--- src/rtl/share_arbiter_pkg.sv ---
package share_arbiter_pkg;

  // Effective share count: a zero setting is served as one share.
  function automatic logic [31:0] at_least_one(input logic [31:0] raw);
    return (raw == 32'd0) ? 32'd1 : raw;
  endfunction

  // Budget after one transfer, never wrapping below zero.
  function automatic logic [31:0] spend_one(input logic [31:0] left, input logic take);
    return (take && left != 32'd0) ? left - 32'd1 : left;
  endfunction

endpackage

--- src/rtl/share_arbiter_budget.sv ---
module share_arbiter_budget #(
  parameter int N = 4,
  parameter int W = 4,
  localparam int IDX_W = (N > 1) ? $clog2(N) : 1
) (
  input  logic             clk,
  input  logic             rst_n,
  input  logic [N*W-1:0]   share_cfg,
  input  logic             take_en,
  input  logic [IDX_W-1:0] take_idx,
  input  logic             refill,
  output logic [N*W-1:0]   eff_flat,
  output logic [N*W-1:0]   rem_flat,
  output logic [N*W-1:0]   rem_next_flat
);
  import share_arbiter_pkg::*;

  for (genvar g = 0; g < N; g++) begin : g_ctr
    logic [W-1:0] eff_g;
    logic [W-1:0] rem_q;
    logic [W-1:0] rem_d;
    logic         hit_g;

    assign hit_g = take_en && (take_idx == IDX_W'(g));
    assign eff_g = W'(at_least_one(32'(share_cfg[g*W +: W])));
    assign rem_d = W'(spend_one(32'(rem_q), hit_g));

    always_ff @(posedge clk or negedge rst_n) begin
      if (!rst_n)      rem_q <= '0;
      else if (refill) rem_q <= eff_g;
      else             rem_q <= rem_d;
    end

    assign eff_flat[g*W +: W]      = eff_g;
    assign rem_flat[g*W +: W]      = rem_q;
    assign rem_next_flat[g*W +: W] = rem_d;
  end

endmodule

--- src/rtl/share_arbiter_pick.sv ---
module share_arbiter_pick #(
  parameter int N = 4,
  parameter int W = 4,
  localparam int IDX_W = (N > 1) ? $clog2(N) : 1
) (
  input  logic [N-1:0]     cand,
  input  logic [N*W-1:0]   weight,
  output logic             found,
  output logic [IDX_W-1:0] win_idx
);
  logic [W-1:0] best_w;

  always_comb begin
    found   = 1'b0;
    win_idx = '0;
    best_w  = '0;
    for (int i = 0; i < N; i++) begin
      if (cand[i] && (!found || weight[i*W +: W] > best_w)) begin
        found   = 1'b1;
        win_idx = IDX_W'(i);
        best_w  = weight[i*W +: W];
      end
    end
  end

endmodule

--- src/rtl/share_arbiter.sv ---
module share_arbiter #(
  parameter int N = 4,
  parameter int W = 4
) (
  input  logic           clk,
  input  logic           rst_n,
  input  logic [N-1:0]   req,
  input  logic [N*W-1:0] share_cfg,
  input  logic           xfer_done,
  output logic [N-1:0]   gnt
);
  localparam int IDX_W = (N > 1) ? $clog2(N) : 1;

  logic             own_vld;
  logic [IDX_W-1:0] own_idx;
  logic [N*W-1:0]   eff_flat;
  logic [N*W-1:0]   rem_flat;
  logic [N*W-1:0]   rem_next_flat;
  logic [N-1:0]     rem_left;
  logic [N-1:0]     elig;
  logic [N-1:0]     cand;
  logic             found;
  logic [IDX_W-1:0] win_idx;

  // Named events, also watched by the checker.
  logic hold_done;
  logic own_req;
  logic spent_ev;
  logic release_ev;
  logic refill_ev;

  always_comb begin
    for (int i = 0; i < N; i++) rem_left[i] = (rem_next_flat[i*W +: W] != '0);
  end

  assign hold_done  = own_vld && xfer_done;
  assign own_req    = own_vld && req[own_idx];
  assign spent_ev   = hold_done && !rem_left[own_idx];
  assign release_ev = !own_vld || !own_req || spent_ev;
  assign elig       = req & rem_left;
  assign refill_ev  = release_ev && (elig == '0) && (req != '0);
  assign cand       = refill_ev ? req : elig;

  share_arbiter_budget #(.N(N), .W(W)) u_budget (
    .clk          (clk),
    .rst_n        (rst_n),
    .share_cfg    (share_cfg),
    .take_en      (hold_done),
    .take_idx     (own_idx),
    .refill       (refill_ev),
    .eff_flat     (eff_flat),
    .rem_flat     (rem_flat),
    .rem_next_flat(rem_next_flat)
  );

  share_arbiter_pick #(.N(N), .W(W)) u_pick (
    .cand   (cand),
    .weight (eff_flat),
    .found  (found),
    .win_idx(win_idx)
  );

  always_ff @(posedge clk or negedge rst_n) begin
    if (!rst_n) begin
      own_vld <= 1'b0;
      own_idx <= '0;
    end else if (release_ev) begin
      own_vld <= found;
      own_idx <= win_idx;
    end
  end

  always_comb begin
    gnt = '0;
    if (own_vld) gnt[own_idx] = 1'b1;
  end

endmodule

--- config.mk ---
export PLATFORM = sky130hd
export DESIGN_NAME = share_arbiter
export DESIGN_NICKNAME = d
export VERILOG_FILES = /design/src/rtl/share_arbiter_pkg.sv /design/src/rtl/share_arbiter_budget.sv /design/src/rtl/share_arbiter_pick.sv /design/src/rtl/share_arbiter.sv
export SDC_FILE = /design/constraint.sdc
export NUM_CORES = 1
export LEC_CHECK = 0
export ABC_CLOCK_PERIOD_IN_PS = 14250
export BUFFER_PORTS_ARGS = -buffer_cell sky130_fd_sc_hd__buf_2
export CAP_MARGIN = 20
export CELL_PAD_IN_SITES_DETAIL_PLACEMENT = 1
export CELL_PAD_IN_SITES_GLOBAL_PLACEMENT = 1
export CORE_MARGIN = 1.5
export CORE_UTILIZATION = 47
export CTS_CLUSTER_SIZE = 10
export DETAILED_ROUTE_END_ITERATION = 7
export PLACE_DENSITY_LB_ADDON = 0.15
export SLEW_MARGIN = 0
export SYNTH_ARGS = -nofsm -noshare
export SYNTH_HDL_FRONTEND = slang
export SYNTH_SLANG_ARGS = --single-unit
--- constraint.sdc ---
create_clock -name clk -period 14.25 [get_ports clk]
set_input_delay 0 -clock clk [delete_from_list [all_inputs] [get_ports clk]]
set_output_delay 0 -clock clk [all_outputs]
set_load 0.05 [all_outputs]
==> flow_summary.ini <==
[yosys]
async_flop_share = 1.00
syn-num-nets = 291
synthTopCellsByArea = dfrtp_1 23%, ha_1 9.6%, mux2_2 5.9%, nor2_1 4.3%, a21oi_1 3.6%
synth_area_sq_mm = 0.00209
synth_top_area_cell = dfrtp_1
syn_inst = 252
synth_seq_cells = 19
ys_types = 54
ys.flop_type = dfrtp_1
seq_area_frac_synth = 0.228
yosysTopAreaCellShare = 0.228
yosysWarnings = 0
synth.avg_cell_area_sq_um = 8.29
synth_edf_count = 0

[critical_path]
end_kind = flip-flop
r2r_end = own_idx[0]
critical_path_class = reg2reg
critical_path.top_delay_family = compound AO/OA/AOI/OAI gates
cpPeakStageDelay_ps = 540
worst-path-buf-inv = 0
critPathLaunchType = flip-flop
r2r-start = own_idx[0]
cpMaxStageDelayCell = dfrtp_1
crit_fanout = 14
crit_end = own_idx[0]
r2r_setup_slack_ps = 6650
arrival_ps = 7760
cp_data_required_time_ps = 14410
crit_cells = 33
reg2reg_depth = 33
critPathLaunch = own_idx[0]

[route]
via_count = 1948
ant_nets = 0
drt_iter0_markers = 68
first_pass_iters = 5
drcViolationCount = 0
vias_per_cell = 6.07
totalWireLength_mm = 5.65
routedWlPerCell_microns = 17.6

[floorplanning]
die_x_microns = 69.7
rows = 24
die_h_microns = 69.7
dieArea_sq_mm = 0.00485
ios = 27
start_util = 0.483
core_area_sq_mm = 0.00432

[final_layout]
layout_commonest_cell = buf_2
mostFrequentLayoutCells = 26 x buf_2, 24 x nor2_1, 19 x nand2_1, 19 x dfrtp_1
fillerInstances = 551
antenna_cells = 0
syn_to_final_growth_pct = 8.80
final_nets = 309
regArea_sq_um = 475
multiInputGateArea_sq_mm = 0.00148
drive_gt1_frac = 0.201

[clock_network]
cts_root_buf = clkbuf_8
cts_tree = built
cts_resized = 0
cts_sinks = 19
insertion_delay_ps = 260
clockBufferDepth = 2
htreeDepth = 1
numCtsBuffers = 3
clkTransAtPathRegs_ps = 80

[global_routing]
grt_pass1_wl_mm = 9.85
grt_max_degree = 20
gr-usage-all-layers = 0.253
overflow = 0
grt_pass1_vias = 2060
antenna_found_initial = 0

[sta]
finalSetupTns_ps = 0
fmax_ghz = 0.132
fin_crit_ps = 7600
hold_ws_ps = 7.79
worst_slew_pin_slew_ps = 758
slew_headroom = 0.493
hold_viol_final = 0
timing.final.crit_share = 0.533
rsz0062_at_grt = false
setup_viol = 0
clock_skew_ps = 3.43
drv_slew = 0

[placement]
gp_congestion = 0.809
dp_hpwl_mm = 4.48
portBuffers = 26

[power]
power.leakage_nw = 1.05
p_per_area_mw_per_mm2 = 196
ir_drop_v = 0.0000831

[outcome]
status = complete, no violations

[min_path]
hp-class = in2reg

[job]
maxCapViolations = 0
-- cell families (layout without fill, tap and decap cells) --
group	count (synthesis)	count (layout)	synth area share
simple gates	100	100	0.262
compound gates	59	59	0.204
buf+inv	31	48	0.0647
mux	21	21	0.120
flops	19	19	0.228
fa+ha+maj	16	16	0.0958
xor+xnor	6	6	0.0251
-- synthesized netlist by cell type (all sizes together) (2+ instances only) --
master,n
nor2,24
dfrtp,19
nand2,19
ha,16
inv,16
a21oi,15
mux2,14
nor2b,10
nor3,10
clkbuf,9
a31oi,7
nand2b,7
o21ai,7
and3,6
buf,6
mux2i,6
o21a,6
xnor2,6
nand3,4
nand4,4
and2,3
nand4b,3
o31ai,3
a211o,2
a41o,2
and4b,2
o31a,2
or2,2
or3,2
-- where the power goes --
group / internal (W) / switching (W)
Sequential: 0.0000803 / 0.0000351
Combinational: 0.000129 / 0.000163
Clock: 0.0000195 / 0.0000196
Total: 0.000229 / 0.000218
-- state kept, by name, indices dropped and copies added (netlist names) --
signal / flops
own_vld: 1
u_budget.g_ctr.rem_q: 16
own_idx: 2
-- worst register-to-register path, delay by kind of cell, from the launching register on --
family | cells | cell delay [ps]
AO/OA/AOI/OAI | 17 | 3690
adder cells (fa/ha/maj) | 3 | 890
flip-flops | 1 | 540
multiplexers | 1 | 340
AND/OR/NAND/NOR | 12 | 2030
-- per-layer routing --
| layer | vias to the layer above | share of wire | wire length, microns | GRT usage |
|---|---|---|---|---|
| met4 | 0 | 0.019 | 110 | 0.0726 |
| met3 | 10 | 0.031 | 178 | 0.0523 |
| met1 | 950 | 0.44 | 2500 | 0.312 |
| li1 | 951 | - | - | - |
| met5 | - | 0 | 0 | 0 |
| met2 | 37 | 0.51 | 2860 | 0.446 |
-- layout make-up --
type                       instances  area share
multi-input combinational        202       0.651
sequential                        19       0.209
timing repair buffer              28      0.0649
tap                               52      0.0286
clock inverter                     1     0.00220
inverter                          16      0.0264
clock buffer                       3      0.0182
-- through the flow --
step	power (W)	util	worst slack, ps	std cells	cell area (sq um)
finish	0.000447	0.526	6650	321	2270
global route	0.000493	0.526	5930	321	2270
CTS	0.000450	0.526	6640	321	2270
detailed placement	0.000407	0.513	6700	316	2220
global placement	0.000394	0.513	6960	316	2220
floorplan	0.000343	-	7770	252	2090
-- repair_timing --
item / CTS / global route
hold buffers: 1 / 0
buffers inserted: 0 / 0
setup endpoints to repair: 0 / 0
hold endpoints to repair: 19 / 0
-- worst min-delay path by stage --
| stage | startpoint | end | slack [ps] | depth (start not counted) |
|---|---|---|---|---|
| 2_1_floorplan | rst_n | own_idx[0] | -300 | 0 |
| 3_3_place_gp | rst_n | u_budget.g_ctr[3].rem_q[1] | -20 | 1 |
| 3_5_place_dp | rst_n | u_budget.g_ctr[3].rem_q[2] | -10 | 1 |
| 4_1_cts | share_cfg[13] | u_budget.g_ctr[3].rem_q[1] | 0.04 | 2 |
| 5_1_grt | share_cfg[14] | u_budget.g_ctr[3].rem_q[2] | 20 | 2 |
| 6_report | share_cfg[13] | u_budget.g_ctr[3].rem_q[1] | 8 | 2 |
(Power assumes the default switching activity.)
